===== config.mk =====
export PLATFORM = sky130hd
export DESIGN_NAME = regctl_monitor
export DESIGN_NICKNAME = d
export VERILOG_FILES = /design/src/rtl/regmon_pkg.sv /design/src/rtl/regmon_regfile.sv /design/src/rtl/regmon_lockout.sv /design/src/rtl/regmon_mux.sv /design/src/rtl/regctl_monitor.sv
export SDC_FILE = /design/constraint.sdc
export NUM_CORES = 1
export LEC_CHECK = 0
export BUFFER_PORTS_ARGS = -buffer_cell sky130_fd_sc_hd__buf_2
export CAP_MARGIN = 10
export CORE_MARGIN = 10
export CORE_UTILIZATION = 50
export DETAILED_ROUTE_END_ITERATION = 6
export PLACE_DENSITY = 0.83
export SLEW_MARGIN = 20
export SYNTH_ARGS = -nofsm -noshare
export SYNTH_HDL_FRONTEND = slang
export SYNTH_SLANG_ARGS = --single-unit
export TNS_END_PERCENT = 1

===== constraint.sdc =====
create_clock -name clk -period 4.25 [get_ports clk]
set_input_delay 0.85 -clock clk [delete_from_list [all_inputs] [get_ports clk]]
set_output_delay 0.85 -clock clk [all_outputs]
set_load 0.01 [all_outputs]

===== src/rtl/regmon_pkg.sv =====
package regmon_pkg;
    localparam int unsigned WORD_W   = 16;
    localparam int unsigned TRIM_W   = 6;
    localparam int unsigned FREQ_BIT = 9;
    localparam int unsigned EN_BIT   = 8;
    localparam int unsigned TRIG_BIT = 7;

    typedef enum logic [1:0] {
        SRC_NONE = 2'd0,
        SRC_FAST = 2'd1,
        SRC_SLOW = 2'd2
    } src_sel_t;

    typedef struct packed {
        logic              freq;
        logic              en;
        logic [TRIM_W-1:0] trim;
    } ctl_fields_t;
endpackage


===== src/rtl/regmon_regfile.sv =====
module regmon_regfile
    import regmon_pkg::*;
(
    input  logic              clk,
    input  logic              rst_n,
    input  logic              wr_en,
    input  logic [WORD_W-1:0] wr_data,
    output ctl_fields_t       fields,
    output logic              trig_req,
    output logic [WORD_W-1:0] rd_data
);
    ctl_fields_t f_d, f_q;

    always_comb begin
        f_d = f_q;
        if (wr_en) begin
            f_d.freq = wr_data[FREQ_BIT];
            f_d.en   = wr_data[EN_BIT];
            f_d.trim = wr_data[TRIM_W-1:0];
        end
    end

    always_ff @(posedge clk) begin
        if (!rst_n) f_q <= '0;
        else        f_q <= f_d;
    end

    // Trigger is a request only; it holds no state.
    assign trig_req = wr_en && wr_data[TRIG_BIT];
    assign fields   = f_q;

    always_comb begin
        rd_data               = '0;
        rd_data[FREQ_BIT]     = f_q.freq;
        rd_data[EN_BIT]       = f_q.en;
        rd_data[TRIM_W-1:0]   = f_q.trim;
    end
endmodule


===== src/rtl/regmon_lockout.sv =====
module regmon_lockout #(
    parameter int unsigned LOCK_CYCLES = 544
) (
    input  logic clk,
    input  logic rst_n,
    input  logic trig_req,
    output logic busy,
    output logic start
);
    localparam int unsigned CNT_W = $clog2(LOCK_CYCLES + 1);

    typedef struct packed {
        logic [CNT_W-1:0] cnt;
        logic             start;
    } lock_state_t;

    lock_state_t s_d, s_q;

    always_comb begin
        s_d       = s_q;
        s_d.start = 1'b0;
        if (s_q.cnt != '0) begin
            s_d.cnt   = s_q.cnt - 1'b1;
            s_d.start = (s_q.cnt == CNT_W'(1));
        end else if (trig_req) begin
            s_d.cnt = CNT_W'(LOCK_CYCLES);
        end
    end

    always_ff @(posedge clk) begin
        if (!rst_n) s_q <= '0;
        else        s_q <= s_d;
    end

    assign busy  = (s_q.cnt != '0);
    assign start = s_q.start;
endmodule


===== src/rtl/regmon_mux.sv =====
module regmon_mux
    import regmon_pkg::*;
(
    input  logic clk,
    input  logic rst_n,
    input  logic en,
    input  logic freq,
    input  logic fast_clk_i,
    input  logic slow_clk_i,
    output logic mon
);
    typedef struct packed {
        src_sel_t sel;
        logic     mon;
    } mux_state_t;

    mux_state_t m_d, m_q;
    src_sel_t   target;

    always_comb begin
        if (!en)       target = SRC_NONE;
        else if (freq) target = SRC_SLOW;
        else           target = SRC_FAST;
    end

    always_comb begin
        m_d = m_q;
        // Hand over only in a quiet interval of both sources.
        if (!fast_clk_i && !slow_clk_i) m_d.sel = target;
        unique case (m_d.sel)
            SRC_FAST: m_d.mon = fast_clk_i;
            SRC_SLOW: m_d.mon = slow_clk_i;
            default:  m_d.mon = 1'b0;
        endcase
    end

    always_ff @(posedge clk) begin
        if (!rst_n) m_q <= '{sel: SRC_NONE, mon: 1'b0};
        else        m_q <= m_d;
    end

    assign mon = m_q.mon;
endmodule


===== src/rtl/regctl_monitor.sv =====
module regctl_monitor #(
    parameter int unsigned CLK_HZ      = 32768,
    parameter int unsigned LOCK_CYCLES = (CLK_HZ * 166 + 9999) / 10000
) (
    input  logic        clk,
    input  logic        rst_n,
    input  logic        wr_en,
    input  logic [15:0] wr_data,
    output logic [15:0] rd_data,
    input  logic        fast_clk_i,
    input  logic        slow_clk_i,
    output logic [5:0]  trim_o,
    output logic        freq_sel_o,
    output logic        reg_start_o,
    output logic        lock_busy_o,
    output logic        mon_o
);
    import regmon_pkg::*;

    ctl_fields_t fields;
    logic        trig_req;

    regmon_regfile u_regs (
        .clk      (clk),
        .rst_n    (rst_n),
        .wr_en    (wr_en),
        .wr_data  (wr_data),
        .fields   (fields),
        .trig_req (trig_req),
        .rd_data  (rd_data)
    );

    regmon_lockout #(.LOCK_CYCLES(LOCK_CYCLES)) u_lock (
        .clk      (clk),
        .rst_n    (rst_n),
        .trig_req (trig_req),
        .busy     (lock_busy_o),
        .start    (reg_start_o)
    );

    regmon_mux u_mux (
        .clk        (clk),
        .rst_n      (rst_n),
        .en         (fields.en),
        .freq       (fields.freq),
        .fast_clk_i (fast_clk_i),
        .slow_clk_i (slow_clk_i),
        .mon        (mon_o)
    );

    assign trim_o     = fields.trim;
    assign freq_sel_o = fields.freq;
endmodule


* Word-level counts from Yosys, hierarchy flattened
Cells that the tools add are included.
** Word-level totals
- Logic and storage cells :: 24
- Bits in registers :: 22
** Cells by class
- Muxes and demuxes :: 6
- Add/sub/neg operators :: 1
- Equality and inequality tests :: 3
- Reductions and logical operators :: 7
** Operators with widths (number)
- 10-bit 2-to-1 mux :: 2
- 10-bit by 1-bit equality test with 1-bit output (second input constant) :: 1
- 10-bit nonzero test :: 1
- 10-bit by 1-bit subtractor with 10-bit output (second input constant) :: 1
- 2-bit 2-to-1 mux :: 3
- 2-bit by 1-bit equality test with 1-bit output (second input constant) :: 1
- 2-bit equality test (second input constant) :: 1
- 1-bit logical AND :: 2
- 1-bit logical NOT :: 2
- 1-bit one-hot mux with 2 select lines :: 1
- 2-bit AND reduction :: 1
- 2-bit nonzero test :: 1

* Longest topological paths before layout
- Word-level depth :: 5
- Mapped depth :: 7

* Modules after synthesis
A second synthesis with hierarchy kept.
** Second synthesis, totals
- Cells, all modules :: 119
- Area, all modules :: 1141.1 um^2
** Modules (own cells, without submodules)
- regmon_lockout :: area each 538.0 um^2, cells an instance 59, times used 1
- regmon_regfile :: area each 432.9 um^2, cells an instance 43, times used 1
- regmon_mux :: area each 170.2 um^2, cells an instance 17, times used 1

* Worst setup path after synthesis
OpenSTA, ideal clock, no wires.
- Kind :: register to output
- Start :: register u_lock.s_q[1] in the netlist's numbering
- End :: output lock_busy_o
- Path slack :: 1952 ps
- Cell stages (with the launch flop) :: 6
- Arrival time :: 1448 ps
- Cell sequence :: dfxtp_1 -> inv_1 -> ha_1 -> or4b_1 -> nor3_4 -> inv_1
** On the way
- Word-level cells in the longest chain between the ends :: 1
** RTL lines
- start, declared :: RTL line regmon_lockout.sv:17 : lock_state_t s_d, s_q;
- start signal, assigned :: RTL line regmon_lockout.sv:31 : if (!rst_n) s_q <= '0;
- start signal, assigned :: RTL line regmon_lockout.sv:32 : else s_q <= s_d;
- 10-bit nonzero test :: RTL line regmon_lockout.sv:35 : assign busy = (s_q.cnt != '0);
- end, declared :: RTL line regctl_monitor.sv:15 : output logic lock_busy_o,
Every way passes these cells.

* Worst setup path in the final report
Same ends and word-level chain as after synthesis.

==> reports/metrics.yaml <==
finalInstanceArea_um2: 1280
p_switching_mw: 0.301
syn_avg_cell_area_um2: 9.54
highest_layer: "met4"
hold_path.class: "flop to flop"
clock_path_buffers: 2
first_pass_iters: 4
cts_resized: 0
wl_met1_um: 911
synth_edf_count: 0
synth_cell_types: 38
cts_tree: "built"
fin_skew_ns: 0.0111
crit_type: "flop to output port"
start_util: 0.523
antenna_found_initial: 0
hold_viol_final: 0
clockRootBuffer: "clkbuf_4"
synth_top_area_frac: 0.385
cp_data_required_time_ns: 3.40
synthTopCellsByCount: "dfxtp_1, buf_4, nor2b_1, mux2i_1"
period_needed_ns: 2.96
cp_data_arrival_time_ns: 2.11
switching_share: 0.368
clock_latency_ns: 0.31
worst_slack_ns: 1.29
p_int_mw: 0.517
clk_pin_slew_worst_paths_ns: 0.13
power.leakage_nw: 0.613
yosysWarnings: 0
seqPwrFrac: 0.380
synth_ff_type: "dfxtp_1"
maxCapViolations: 0
drtIter0Drc: 21
area_growth_pct: 11.9
preCtsSetupSlack_ns: 1.66
combPwrFrac: 0.426
rows: 17
numClockSinks: 22
fin_nets: 170
rsz0062_at_grt: "no"
ioPinCount: 47
cts_buffers: 3
worstPathMaxFanout: 8
p_per_area_nw_per_um2: 638
finalCritPeriodShare: 0.696
drc_errors: 0
antenna_left: 0
maxSlewViolCount: 0
grt_pass1_vias: 782
ys_top_cells_by_area: "dfxtp_1, buf_4, mux2i_1, nor2b_1, ha_1"
vias: 860
status: "complete, no violations"
via_per_inst: 5.03
setup_violations: 0
final_util: 0.585
postPlaceCellArea_um2: 1230
tns_ns: 0
coreArea_um2: 2190
post_cts_buffers: 0
grt_start_max_net_pins: 21
drive_gt1_frac: 0.294
ys_seq_elements: 22
ys_seq_area_frac: 0.385
syn_inst: 120
critPathLaunchType: "flop"
holdWs_ns: 0.512
yosysMostFrequentCell: "dfxtp_1"
cts-hold-fix-buffers: 0
peakVddDrop_v: 0.000383
wl_um: 2280
power.share.clock: 0.193
die_y_um: 67.9
die-area_um2: 4600
grtUsageTotal: 0.0913
route.met2.wl_um: 1060
fmax_mhz: 338
grt-ovfl-total: 0
io_buffers: 31
wl_met3_um: 289
yosysTopAreaCell: "dfxtp_1"
wl_per_cell_um: 13.3
async_flop_share: 0
antennaDiodeCount: 0
grt_pass1_wl_um: 3390
die_w_um: 67.9
place.gp.congestion: 0.834
endpoint_kind: "output port"
syn-cell-area_um2: 1140
h-tree-depth: 1
dp_hpwl_um: 1800
[layout by cell type, fill, tap and decap left out, drive strengths merged, types with 3 or more instances in the layout]
| cell type | instances |
|---|---|
| buf | 31 |
| clkbuf | 3 |
| conb | 8 |
| dfxtp | 22 |
| ha | 5 |
| inv | 5 |
| mux2i | 10 |
| nand2 | 3 |
| nor2 | 5 |
| nor2b | 14 |
| o21ai | 5 |
| or4 | 3 |
[critical path, stage by stage, from the launching register on]
cell and delay, ns:
dfxtp_1 0.38, inv_1 0.10, ha_1 0.19, or4b_1 0.55
nor3_4 0.30, inv_1 0.12, buf_2 0.16
[flip-flops by register name, summed over array words and instances (netlist names)]
signal and flops:
u_lock.s_q 10, u_regs.fields 8, u_mux.m_q 2, u_lock.start 1
u_mux.mon 1
[final cells by class]
type                       instances  area [um2]
sequential                        22         440
clock buffer                       3        22.5
timing repair buffer              31         155
inverter                           5        18.8
clock inverter                     1        30.0
fill                             205         910
multi-input combinational         81         579
tap                               28        35.0
[kinds of logic (layout without fill, tap and decap cells)]
family / after synthesis / count (layout) / synth area share
simple gates: 40 / 40 / 0.232
buf+inv: 24 / 40 / 0.132
flops: 22 / 22 / 0.385
compound gates: 17 / 17 / 0.0984
mux: 10 / 10 / 0.0874
fa+ha+maj: 5 / 5 / 0.0546
other cells: 1 / 8 / 0.00328
xor+xnor: 1 / 1 / 0.00765
[metrics by stage]
stage	cells	total power, mW
2_1_floorplan	127	0.591
5_1_grt	171	0.875
4_1_cts	171	0.826
6_report	171	0.818
3_5_place_dp	167	0.664
3_3_place_gp	167	0.640
[power by group through the flow]
stage	clock, mW	combinational [mW]	sequential (mW)
global route	0.170	0.387	0.319
finish	0.158	0.349	0.311
CTS	0.164	0.352	0.309
global placement	0	0.331	0.309
detailed placement	0	0.350	0.314
floorplan	0	0.287	0.304
[per-layer routing]
metal  track usage  vias to the layer above
li1              -                      434
met1         0.104                      396
met2         0.156                       28
met3        0.0326                        2
met4        0.0302                        0
met5             0                        -
[worst paths after layout]
path,start,end,slack [ns],depth (start not counted)
setup / recovery,u_lock.s_q[1],lock_busy_o,1.29,6
hold / removal,u_lock.s_q[10],u_lock.start,0.51,1
setup reg to reg,u_lock.s_q[1],u_lock.s_q[6],2.32,6
hold reg to reg,u_lock.s_q[10],u_lock.start,0.51,1
Power figures use the tool's default switching activity.
